[src/rtl/sdp_pkg.sv]
// Package: shared preset word type, field positions and mode index constants.
// Assumes the register word is 16 bits with fixed field positions.
package sdp_pkg;
    localparam int DRV_W      = 2;
    localparam int DIV_W      = 10;
    localparam int WORD_W     = 16;
    localparam int DRV_LSB    = 14;
    localparam int CGS_BIT    = 10;
    localparam int UHS_LAST   = 4;
    localparam int IDX_INIT   = 0;
    localparam int IDX_DS     = 1;
    localparam int IDX_HS     = 2;
    localparam int IDX_UHS0   = 3;

    typedef struct packed {
        logic [DRV_W-1:0] drv;
        logic             cgs;
        logic [DIV_W-1:0] div;
    } preset_t;

    // Place a preset into its 16-bit register image; unused bits read zero.
    function automatic logic [WORD_W-1:0] to_word(input preset_t p);
        logic [WORD_W-1:0] w;
        w = '0;
        w[DRV_LSB +: DRV_W] = p.drv;
        w[CGS_BIT]          = p.cgs;
        w[DIV_W-1:0]        = p.div;
        return w;
    endfunction
endpackage

[src/rtl/sdp_mode_decode.sv]
// Module: sdp_mode_decode
// Turns the speed-mode control inputs into a preset index and flags
// reserved UHS codes. Purely combinational; assumes a 3-bit UHS code.
module sdp_mode_decode #(
    parameter int NUM_PRESETS = 8,
    parameter int UHS_W       = 3,
    localparam int IDX_W      = $clog2(NUM_PRESETS)
) (
    input  logic             sig_1v8_en,
    input  logic             hs_en,
    input  logic [UHS_W-1:0] uhs_mode,
    output logic [IDX_W-1:0] mode_idx,
    output logic             mode_rsvd
);
    import sdp_pkg::*;

    // Map the speed mode to its preset slot.
    always_comb begin
        mode_idx  = IDX_W'(IDX_DS);
        mode_rsvd = 1'b0;
        if (!sig_1v8_en) begin
            mode_idx = hs_en ? IDX_W'(IDX_HS) : IDX_W'(IDX_DS);
        end else if (int'(uhs_mode) <= UHS_LAST) begin
            mode_idx = IDX_W'(IDX_UHS0) + IDX_W'(uhs_mode);
        end else begin
            mode_rsvd = 1'b1;
        end
    end
endmodule

[src/rtl/sdp_preset_bank.sv]
// Module: sdp_preset_bank
// Holds the preset words, decodes their byte addresses and serves reads.
// Assumes presets sit at BASE_ADDR + 2*i; odd addresses never hit.
module sdp_preset_bank #(
    parameter int NUM_PRESETS = 8,
    parameter int ADDR_W      = 8,
    parameter int BASE_ADDR   = 'h60
) (
    input  logic                  clk,
    input  logic                  rst_n,
    input  logic                  wr_en,
    input  logic [ADDR_W-1:0]     addr,
    input  logic [1:0]            be,
    input  logic [15:0]           wdata,
    output logic [15:0]           rdata,
    output sdp_pkg::preset_t      bank_q [NUM_PRESETS]
);
    import sdp_pkg::*;

    logic [NUM_PRESETS-1:0] hit;
    logic                   unused_bits;

    assign unused_bits = ^wdata[13:11];

    for (genvar g = 0; g < NUM_PRESETS; g++) begin : g_slot
        assign hit[g] = (addr == ADDR_W'(BASE_ADDR + 2 * g));

        // Byte-enabled update of one preset word.
        always_ff @(posedge clk) begin
            if (!rst_n) begin
                bank_q[g] <= '0;
            end else if (wr_en && hit[g]) begin
                if (be[0]) begin
                    bank_q[g].div[7:0] <= wdata[7:0];
                end
                if (be[1]) begin
                    bank_q[g].drv      <= wdata[DRV_LSB +: DRV_W];
                    bank_q[g].cgs      <= wdata[CGS_BIT];
                    bank_q[g].div[9:8] <= wdata[9:8];
                end
            end
        end
    end

    // Return the addressed word, zero when nothing hits.
    always_comb begin
        rdata = '0;
        for (int i = 0; i < NUM_PRESETS; i++) begin
            if (hit[i]) rdata = to_word(bank_q[i]);
        end
    end
endmodule

[src/rtl/sdp_eff_reg.sv]
// Module: sdp_eff_reg
// Chooses between software fields and a preset and registers the result.
// Assumes index 0 is the initialization preset.
module sdp_eff_reg #(
    parameter int NUM_PRESETS = 8,
    localparam int IDX_W      = $clog2(NUM_PRESETS)
) (
    input  logic             clk,
    input  logic             rst_n,
    input  logic             preset_en,
    input  logic             init_active,
    input  logic [IDX_W-1:0] mode_idx,
    input  logic             mode_rsvd,
    input  sdp_pkg::preset_t sw_fields,
    input  sdp_pkg::preset_t bank_q [NUM_PRESETS],
    output sdp_pkg::preset_t eff_q
);
    import sdp_pkg::*;

    preset_t eff_d;

    // Source selection: init preset, speed preset or software fields.
    always_comb begin
        eff_d = sw_fields;
        if (preset_en) begin
            if (init_active)     eff_d = bank_q[IDX_INIT];
            else if (!mode_rsvd) eff_d = bank_q[mode_idx];
        end
    end

    // Output register so the fields change only on a clock edge.
    always_ff @(posedge clk) begin
        if (!rst_n) eff_q <= '0;
        else        eff_q <= eff_d;
    end
endmodule

[src/rtl/sdp_rsvd_flag.sv]
// Module: sdp_rsvd_flag
// Sticky reserved-mode flag with a write-one-to-clear status address.
// Assumes a set request wins over a clear in the same cycle.
module sdp_rsvd_flag #(
    parameter int ADDR_W      = 8,
    parameter int STATUS_ADDR = 'h70
) (
    input  logic              clk,
    input  logic              rst_n,
    input  logic              set_req,
    input  logic              wr_en,
    input  logic [ADDR_W-1:0] addr,
    input  logic              be0,
    input  logic              wbit0,
    output logic              flag_q,
    output logic              rd_hit
);
    logic clr_req;

    assign rd_hit  = (addr == ADDR_W'(STATUS_ADDR));
    assign clr_req = wr_en && rd_hit && be0 && wbit0;

    // Set has priority; clear only when no new reserved use is seen.
    always_ff @(posedge clk) begin
        if (!rst_n)       flag_q <= 1'b0;
        else if (set_req) flag_q <= 1'b1;
        else if (clr_req) flag_q <= 1'b0;
    end
endmodule

[src/rtl/sd_preset_selector.sv]
// Module: sd_preset_selector (top)
// Preset bank, speed-mode decode, registered effective outputs and the
// reserved-mode status. Assumes software loads preset 0 before asserting
// init_active with preset_en.
module sd_preset_selector #(
    parameter int NUM_PRESETS = 8,
    parameter int ADDR_W      = 8,
    parameter int BASE_ADDR   = 'h60,
    parameter int STATUS_ADDR = 'h70,
    parameter int UHS_W       = 3,
    localparam int IDX_W      = $clog2(NUM_PRESETS)
) (
    input  logic              clk,
    input  logic              rst_n,
    input  logic              reg_wr_en,
    input  logic [ADDR_W-1:0] reg_addr,
    input  logic [1:0]        reg_be,
    input  logic [15:0]       reg_wdata,
    output logic [15:0]       reg_rdata,
    input  logic              sig_1v8_en,
    input  logic              hs_en,
    input  logic [UHS_W-1:0]  uhs_mode,
    input  logic              preset_en,
    input  logic              init_active,
    input  logic [1:0]        sw_drv_str,
    input  logic              sw_clk_gen_sel,
    input  logic [9:0]        sw_clk_div,
    output logic [1:0]        eff_drv_str,
    output logic              eff_clk_gen_sel,
    output logic [9:0]        eff_clk_div,
    output logic              rsvd_flag
);
    import sdp_pkg::*;

    preset_t          bank_q [NUM_PRESETS];
    preset_t          sw_fields;
    preset_t          eff_q;
    logic [IDX_W-1:0] mode_idx;
    logic             mode_rsvd;
    logic [15:0]      bank_rdata;
    logic             stat_hit;
    logic             set_req;

    assign sw_fields = '{drv: sw_drv_str, cgs: sw_clk_gen_sel, div: sw_clk_div};
    assign set_req   = preset_en && !init_active && mode_rsvd;

    sdp_mode_decode #(.NUM_PRESETS(NUM_PRESETS), .UHS_W(UHS_W)) u_decode (
        .sig_1v8_en (sig_1v8_en),
        .hs_en      (hs_en),
        .uhs_mode   (uhs_mode),
        .mode_idx   (mode_idx),
        .mode_rsvd  (mode_rsvd)
    );

    sdp_preset_bank #(
        .NUM_PRESETS(NUM_PRESETS), .ADDR_W(ADDR_W), .BASE_ADDR(BASE_ADDR)
    ) u_bank (
        .clk    (clk),
        .rst_n  (rst_n),
        .wr_en  (reg_wr_en),
        .addr   (reg_addr),
        .be     (reg_be),
        .wdata  (reg_wdata),
        .rdata  (bank_rdata),
        .bank_q (bank_q)
    );

    sdp_eff_reg #(.NUM_PRESETS(NUM_PRESETS)) u_eff (
        .clk         (clk),
        .rst_n       (rst_n),
        .preset_en   (preset_en),
        .init_active (init_active),
        .mode_idx    (mode_idx),
        .mode_rsvd   (mode_rsvd),
        .sw_fields   (sw_fields),
        .bank_q      (bank_q),
        .eff_q       (eff_q)
    );

    sdp_rsvd_flag #(.ADDR_W(ADDR_W), .STATUS_ADDR(STATUS_ADDR)) u_flag (
        .clk     (clk),
        .rst_n   (rst_n),
        .set_req (set_req),
        .wr_en   (reg_wr_en),
        .addr    (reg_addr),
        .be0     (reg_be[0]),
        .wbit0   (reg_wdata[0]),
        .flag_q  (rsvd_flag),
        .rd_hit  (stat_hit)
    );

    // Merge preset read data with the status word.
    always_comb begin
        reg_rdata = bank_rdata;
        if (stat_hit) reg_rdata = {15'd0, rsvd_flag};
    end

    assign eff_drv_str     = eff_q.drv;
    assign eff_clk_gen_sel = eff_q.cgs;
    assign eff_clk_div     = eff_q.div;
endmodule

[config.mk]
export PLATFORM = sky130hd
export DESIGN_NAME = sd_preset_selector
export DESIGN_NICKNAME = d
export VERILOG_FILES = /design/src/rtl/sdp_pkg.sv /design/src/rtl/sdp_mode_decode.sv /design/src/rtl/sdp_preset_bank.sv /design/src/rtl/sdp_eff_reg.sv /design/src/rtl/sdp_rsvd_flag.sv /design/src/rtl/sd_preset_selector.sv
export SDC_FILE = /design/constraint.sdc
export NUM_CORES = 1
export LEC_CHECK = 0
export ABC_AREA = 0
export BUFFER_PORTS_ARGS = -buffer_cell sky130_fd_sc_hd__buf_4
export CORE_MARGIN = 5
export CORE_UTILIZATION = 32
export CTS_BUF_LIST = sky130_fd_sc_hd__clkbuf_8
export CTS_CLUSTER_DIAMETER = 40
export DETAILED_ROUTE_END_ITERATION = 10
export HOLD_SLACK_MARGIN = 0.06
export SKIP_LAST_GASP = 1
export SYNTH_ARGS = -nofsm -noshare
export SYNTH_HDL_FRONTEND = slang
export SYNTH_SLANG_ARGS = --single-unit
[constraint.sdc]
create_clock -name clk -period 2.1 [get_ports clk]
set_clock_uncertainty 0.1 [all_clocks]
set_input_delay 0.315 -clock clk [delete_from_list [all_inputs] [get_ports clk]]
set_output_delay 0.315 -clock clk [all_outputs]
set_load 0.02 [all_outputs]
* Yosys cells after proc, flatten, opt, wreduce, memory -nomap -nowiden
Index checks and enable logic that the tools add are counted.
** Operators by class
- Add/subtract/negate cells :: 1
- Magnitude comparators :: 2
- Equality and inequality tests :: 9
- Multiplexer cells :: 22
- Bitwise operators :: 1
- Reduce and logical (&&, ||, !) cells :: 31
** Operators by type and width (count)
- $mux W16 :: 9
- $eq A8 B7 Y1 const B :: 9
- $mux W13 :: 5
- $bmux W13 S3 :: 1
- $reduce_and A2 Y1 :: 16
- $logic_and A1 B1 Y1 :: 13
- $mux W3 :: 2
- $ge A4 B4 Y1 const B :: 1
- $mux W1 :: 4
- $not A3 Y4 :: 1
- $add A2 B3 Y3 const A :: 1
- $le A3 B3 Y1 const B :: 1
- $mux W2 :: 1
- $reduce_bool A2 Y1 :: 1
- $logic_not A1 Y1 :: 1
** Storage, ports and cells
- Register bits :: 118
- Input bits :: 49
- Output and inout port bits :: 30
- Word-level logic and storage cells :: 102

* Depth between registers and ports, before layout
Gate-level depths: netlist of the first run.
- Word-level depth :: 10
- Depth in mapped cells :: 10
- Mapped depth without buffers :: 9

* Cells and area by module
From an unflattened synthesis of the first run, not the netlist that was laid out.
** Unflattened totals
- Cells, all modules :: 643
- Area total of the unflattened synthesis :: 6482.5 um2
** By module, submodules not included
- sdp_preset_bank :: instances 1, cells each 424, area an instance 4708.3 um2
- sdp_eff_reg :: instances 1, cells each 182, area an instance 1497.7 um2
- sd_preset_selector :: instances 1, cells each 18, area an instance 128.9 um2
- sdp_mode_decode :: instances 1, cells each 12, area an instance 77.6 um2
- sdp_rsvd_flag :: instances 1, cells each 7, area an instance 70.1 um2

* Least setup slack after synthesis of the first run
No wires, ideal clock.
- Kind :: input-to-output
- Start point :: in reg_addr[7]
- End point :: out reg_rdata[4]
- Data arrival time :: 1829 ps
- Setup slack :: -144 ps
- Stages :: 6
- Path buffers :: 2
- Cells stage by stage :: and4bb_2 -> and3_1 -> buf_2 -> buf_2 -> a21oi_1 -> o31ai_1
** Between the ends
- Longest elaborated chain between the ends :: 10
- Elaborated cells on any way between the ends :: 18
- Classes of those cells :: 9 x eq/ne; 9 x mux
** Ends and longest elaborated chain
- start, declared :: RTL line sd_preset_selector.sv:16 : input logic [ADDR_W-1:0] reg_addr,
- $eq A8 B7 Y1 :: RTL line sdp_preset_bank.sv:26 : assign hit[g] = (addr == ADDR_W'(BASE_ADDR + 2 * g));
- $mux W16 (8 in series) :: RTL line sdp_preset_bank.sv:49 : if (hit[i]) rdata = to_word(bank_q[i]);
- $mux W16 (*) :: RTL line sd_preset_selector.sv:95 : if (stat_hit) reg_rdata = {15'd0, rsvd_flag};
- end, declared :: RTL line sd_preset_selector.sv:19 : output logic [15:0] reg_rdata,
Mark *: on every way between the ends. The rest lies on a longest branch, timed or not.

* Final worst setup path of the first run
- Start point :: in reg_addr[4]
- End point :: out reg_rdata[7]
Same word-level chain as after synthesis.

==> metrics.txt, run 1 <==
GRT Residual Overflow 0; fill cell count 1967; Longest Clk Path Bufs 2; pin count of the biggest net entering global routing 33; I/O Buffers 72; Final Total Pwr 5.10 mW; dpl ws -0.391 ns; met2 wire len 11300 µm; design area 8930 µm²; first-pass GRT wire length 37300 µm; Initial Util 32.4%; placed cell area 8060 µm²; DRC viols 0; area of the die 23500 µm²; CP Cell Sequence buf_6, and4bb_4, and3_4, buf_12, buf_6, a21o_1, o21ai_1, o31ai_2, buf_4; later-pin clock latency in the skew report 0.46 ns; FMAX 440 MHz; CP max stage cell and4bb_4; Critical Path RT 1.68 ns; CP startpoint kind input pin; CTS Buf Count 17; Layout Utilization 44.1%; ys flop type dfxtp_1; GRT Resource Usage Total 20.4%; static leakage 3.39 nW; Die H 153 µm; Sinks on Clock Net 118; max-slew violation count 0; Hold WC Path Type input pin to register; initial DRC count 722; H-tree Lvls 4; Boundary Pins 79; top sig layer met4; PwrDens 571 nW/µm²; Via-to-Cell Ratio 5.53; setup ws final -0.174 ns; worst-margin pin slew 0.902 ns; kind of critical path input pin to primary output; fin cells 1196; Nets 964; # rows 52; maximum fanout along the worst path 5; Synth cell types 58; clk root buf clkbuf_8; core region area 20200 µm²; Layout area overhead 36.2%; CP top delay family simple AND/OR/NAND/NOR gates; TritonRoute pass-1 iters 5; R2R Path Start u_bank.bank_q[0]; Post-synth EDFFs 0; met1 WL 10800 µm; Worst Hold Launch reg_wdata[6]; die width 153 µm; Yosys reg bits 118; DR WL met3 1560 µm; Hold Slack 0.0755 ns; crit path launch reg_addr[4]; final worst-path cycle share 108%; Post-Syn Area per Cell 8.55 µm²; Max IR drop VDD 0.386 mV; Slew HR 39.9%; Synth async-reset ratio 0%; failing checks negative setup slack; unrepaired setup endpoints after global routing yes; Yosys warnings 0; Clk pin slew, worst setup/hold paths 0.07 ns; multi-input logic area 4100 µm²; wirelength, routed 24600 µm; final setup fails 13; Post-DRT Antenna Nets 0; setup tns final -1.70 ns; Post-Place Cells 1139; Worst Path Buf+Inv 4; Max Cap Violations 0; Crit path largest cell delay 0.36 ns; vias in the first global route 6436; Final min period 2.27 ns; outcome finished with violations; post-synthesis sequential area ratio 36.0%; Final HPWL DP 17100 µm; Post-Syn Area 6560 µm²; gp weighted congestion 0.918; share of post-route cells with drive strength above 1 29.0%; CTS tree yes; Sequential cell area 2370 µm²; DR vias 6616; cells after synthesis 767; Critical Path Most Common Cell buf_6; drt wl/cell 20.6 µm; worst path arrival time 1.86 ns; endpoints failing hold 0; Crit. End Element primary output; antenna violations before repair 0; Inserted Diodes 0
## final cells by class
| cell class | count | share of cell area, % |
|---|---|---|
| Clock buffer | 19 | 2.93 |
| Timing Repair Buffer | 196 | 19.3 |
| Sequential cell | 118 | 26.5 |
| Inverter | 6 | 0.252 |
| Clock inverter | 13 | 1.32 |
| Tap cell | 270 | 3.78 |
| Multi-Input combinational cell | 574 | 45.9 |
## state kept, by name (all words and copies together), names as in the netlist
signal / cells
u_bank.bank_q: 104
u_eff.eff_q: 13
u_flag.flag_q: 1
## cells in the mapped netlist (all sizes together) (4+ instances only)
library cell    n  area [µm²]
a21oi          22         118
a31oi          17         106
o32a           10         100
clkbuf         37         139
a21o           11        82.6
o211ai         12        90.1
a221oi          4        35.0
nand3          45         230
a32oi           4        35.0
mux2i          79         791
buf            34         185
a32o            4        40.0
a22o            5        43.8
nor2           24         109
dfxtp         118        2360
o22ai          11        68.8
a2bb2oi        11        96.3
inv             6        22.5
nor3            7        66.3
a21boi         56         420
o31ai          10        75.1
o21ai          32         160
o221ai         17         149
nand2         105         394
nor2b          52         325
## worst min-delay path, delay by kind of cell
| family | cells | cell delay, ns |
|---|---|---|
| AOI/OAI and AO/OA | 1 | 0.06 |
| buffers and inverters | 1 | 0.15 |
| and+or+nand+nor | 1 | 0.06 |
## worst paths after layout
check                      end  slack [ns]  cells after the start
max               reg_rdata[7]       -0.17                      9
min           u_bank.bank_q[6]        0.08                      3
max reg2reg     u_eff.eff_q[0]        0.82                      4
min reg2reg  u_bank.bank_q[77]        0.38                      2
## routing by layer
layer	global-route usage, %	vias to the layer above
met1	26.8	3199
li1	-	3100
met5	0	-
met3	4.69	65
met2	32.3	252
met4	8.82	0
## placed cells by master (no fill, tap or decap), types with 12 or more instances in the layout
cell,Yosys,routed
buf_6,1,18
dfxtp_1,118,113
a21boi_0,56,56
nand2_1,105,104
clkbuf_8,0,19
a21oi_1,20,20
nor2_1,22,19
a31oi_1,17,17
o21ai_0,32,23
mux2i_1,79,79
buf_12,0,12
o221ai_1,17,17
o211ai_1,12,12
nor2b_1,52,52
buf_4,5,155
nand3_1,44,44
## cell families after synthesis
group	share of synthesized area, %
simple gates	19.6
compound gates	25.9
flops	36.0
mux	12.7
buf+inv	5.28
fa+ha+maj	0.381
other cells	0.0572
## repair_timing
action / in CTS / in global routing
endpoints found under the setup margin: 13 / 13
hold endpoints to repair: 17 / 0
hold buffers: 9 / 0
setup buffers: 11 / 5
pin swaps: 27 / 6
gates resized for setup: 64 / 8
## report_power, final
group,internal (mW),total (mW),switching [mW]
Combinational,0.345,0.787,0.442
Sequential,2.26,2.26,0.00720
Clock,1.09,2.05,0.961
(Power assumes the default switching activity.)
==> inputs of run 2 (changes only) <==
REMOVE_ABC_BUFFERS = 1   (was default)
==> metrics.txt, run 2 (synthesis gave the netlist of run 1 again) <==
worst path arrival time 1.93 ns (+0.07 ns); Final HPWL DP 17300 µm (+1.6%); wirelength, routed 24600 µm (+0.10%); DR vias 6721 (+1.6%); Crit. End Element primary output; Layout area overhead 38.2%; fill cell count 1985 (+0.92%); Largest register FFs 104 (unchanged); Sw Ratio 27.4% (-0.23 points); Reg with most FFs u_bank.bank_q; core region area 20200 µm² (unchanged); I/O Buffers 72 (unchanged); area of the die 23500 µm² (unchanged); P_sw 1.50 mW (+6.2%); Max IR drop VDD 0.447 mV (+16%); final worst-path cycle share 111% (+3.1 points); Boundary Pins 79 (unchanged); Top Registers u_bank.bank_q (104), u_eff.eff_q (13), u_flag.flag_q (1); Hold Path Sink u_bank.bank_q[37]; worst-margin pin slew 0.533 ns (-0.369 ns); Seq pwr share 41.5% (-2.9 points); Post-DRT Antenna Nets 0 (unchanged); Inserted Diodes 0 (unchanged); Nets 974 (+1.0%); maximum fanout along the worst path 6 (+1); endpoints failing hold 0 (unchanged); Longest Clk Path Bufs 2 (unchanged); pin count of the biggest net entering global routing 46 (+39%); GRT Resource Usage Total 20.5% (+0.038 points); share of post-route cells with drive strength above 1 29.7% (+0.65 points); die width 153 µm (unchanged); clk root buf clkbuf_8; later-pin clock latency in the skew report 0.47 ns (about the same); Worst Hold Path Cells 3 (unchanged); first-pass GRT wire length 37500 µm (+0.37%); Hold WC Path Type input pin to register; Clock Power Share 43.5% (+3.3 points); commonest non-fill, non-tap cell in the layout buf_4; placed cell area 8170 µm² (+1.4%); FMAX 427 MHz (-2.8%); DRC viols 0 (unchanged); gp weighted congestion 0.889 (-3.2%); static leakage 3.47 nW (+2.4%); Sinks on Clock Net 118 (unchanged); kind of critical path input pin to primary output; Reg2Reg Depth 5 (+1); CTS tree yes; H-tree Lvls 4 (unchanged); failing checks negative setup slack; Clk pin slew, worst setup/hold paths 0.07 ns (about the same); reg-to-reg endpoint u_eff.eff_q[0]; Initial Util 32.4% (unchanged); most frequent cells in the layout 170 x buf_4, 114 x dfxtp_1, 102 x nand2_1, 79 x mux2i_1, 56 x a21boi_0; R2R Path Start u_bank.bank_q[0]; drt wl/cell 20.4 µm (-0.73%); Max Cap Violations 0 (unchanged); TritonRoute pass-1 iters 7 (+2); GRT Residual Overflow 0 (unchanged); vias in the first global route 6415 (-0.33%); design area 9070 µm² (+1.5%); Via-to-Cell Ratio 5.57 (+0.74%); outcome finished with violations; # rows 52 (unchanged); Critical Path RT 1.68 ns (about the same); Worst Hold Launch reg_wdata[14]; setup tns final -2.28 ns (-0.578 ns); antenna violations before repair 0 (unchanged); Final min period 2.34 ns (+0.0660 ns); R2R setup slack 0.76 ns (-0.06 ns); setup ws final -0.240 ns (-0.0660 ns); initial DRC count 553 (-23%); multi-input logic area 4070 µm² (-0.64%); Sequential cell area 2370 µm² (about the same); PwrDens 602 nW/µm² (+5.5%); power share of the combinational group 15.0% (-0.4 points); Pint 3.96 mW (+7.4%); CTS Buf Count 17 (unchanged); Die H 153 µm (unchanged); max-slew violation count 0 (unchanged); Slew HR 64.2% (+24 points); final setup fails 13 (unchanged); unrepaired setup endpoints after global routing yes; CP startpoint kind input pin
## run 2: worst max-delay path by stage
| stage | startpoint | end | slack, ns |
|---|---|---|---|
| 3_5_place_dp | reg_addr[4] | reg_rdata[0] | -0.57 |
| 5_1_grt | reg_addr[7] | reg_rdata[7] | -0.27 |
| 3_3_place_gp | reg_addr[4] | reg_rdata[0] | -0.65 |
| 2_1_floorplan | reg_addr[0] | u_bank.bank_q[13] | -0.73 |
| 6_report | reg_addr[7] | reg_rdata[4] | -0.24 |
| 4_1_cts | reg_addr[4] | reg_rdata[4] | -0.17 |
## run 2: area by class of cell
cell class | count | area share, %
multi-input cells | 574 | 44.9
flip-flops and latches | 118 | 26.1
well taps | 270 | 3.73
repair buffers | 206 | 20.1
clock buffers | 18 | 2.73
clock inverters | 14 | 2.19
inverters | 6 | 0.248
## run 2: power by group through the flow
stage | registers (mW) | clock network [mW] | logic [mW]
finish | 2.26 | 2.38 | 0.819
global placement | 2.32 | 0 | 0.753
global route | 2.27 | 2.50 | 0.858
floorplan | 2.34 | 0 | 0.266
detailed placement | 2.32 | 0 | 0.754
CTS | 2.26 | 2.39 | 0.793
## run 2: critical path, cell delays in order
cell and delay [ns]:
buf_6 0.09, and4bb_4 0.37, nand2b_4 0.06, a211o_1 0.29, buf_12 0.17, o32a_1 0.35, o31ai_2 0.08, buf_4 0.19
## run 2: timing repair
item	in CTS	in global routing
pin swaps	19	17
resized for setup	34	29
hold endpoints to repair	15	0
hold buffers	10	0
endpoints found under the setup margin	13	13
buffers inserted	6	9
## run 2: per-layer routing
layer | track usage, % | vias to the layer above | wire length [µm]
met2 | 30.4 | 326 | 10900
met3 | 5.17 | 51 | 2120
met5 | 0 | - | 0
li1 | - | 3122 | -
met4 | 7.30 | 0 | 673
met1 | 28.9 | 3222 | 11000
## run 2: stage by stage
step                      cells  setup WS, ns  util (%)  hold WS, ns  power (mW)
after floorplan             698        -0.732         -        0.343        2.61
after global placement     1151        -0.647      40.4        0.368        3.07
after detailed placement   1151        -0.575      40.4        0.377        3.07
after CTS                  1198        -0.174      44.0       0.0633        5.45
after global routing       1206        -0.270      44.8       0.0785        5.62
final                      1206        -0.240      44.8       0.0728        5.46
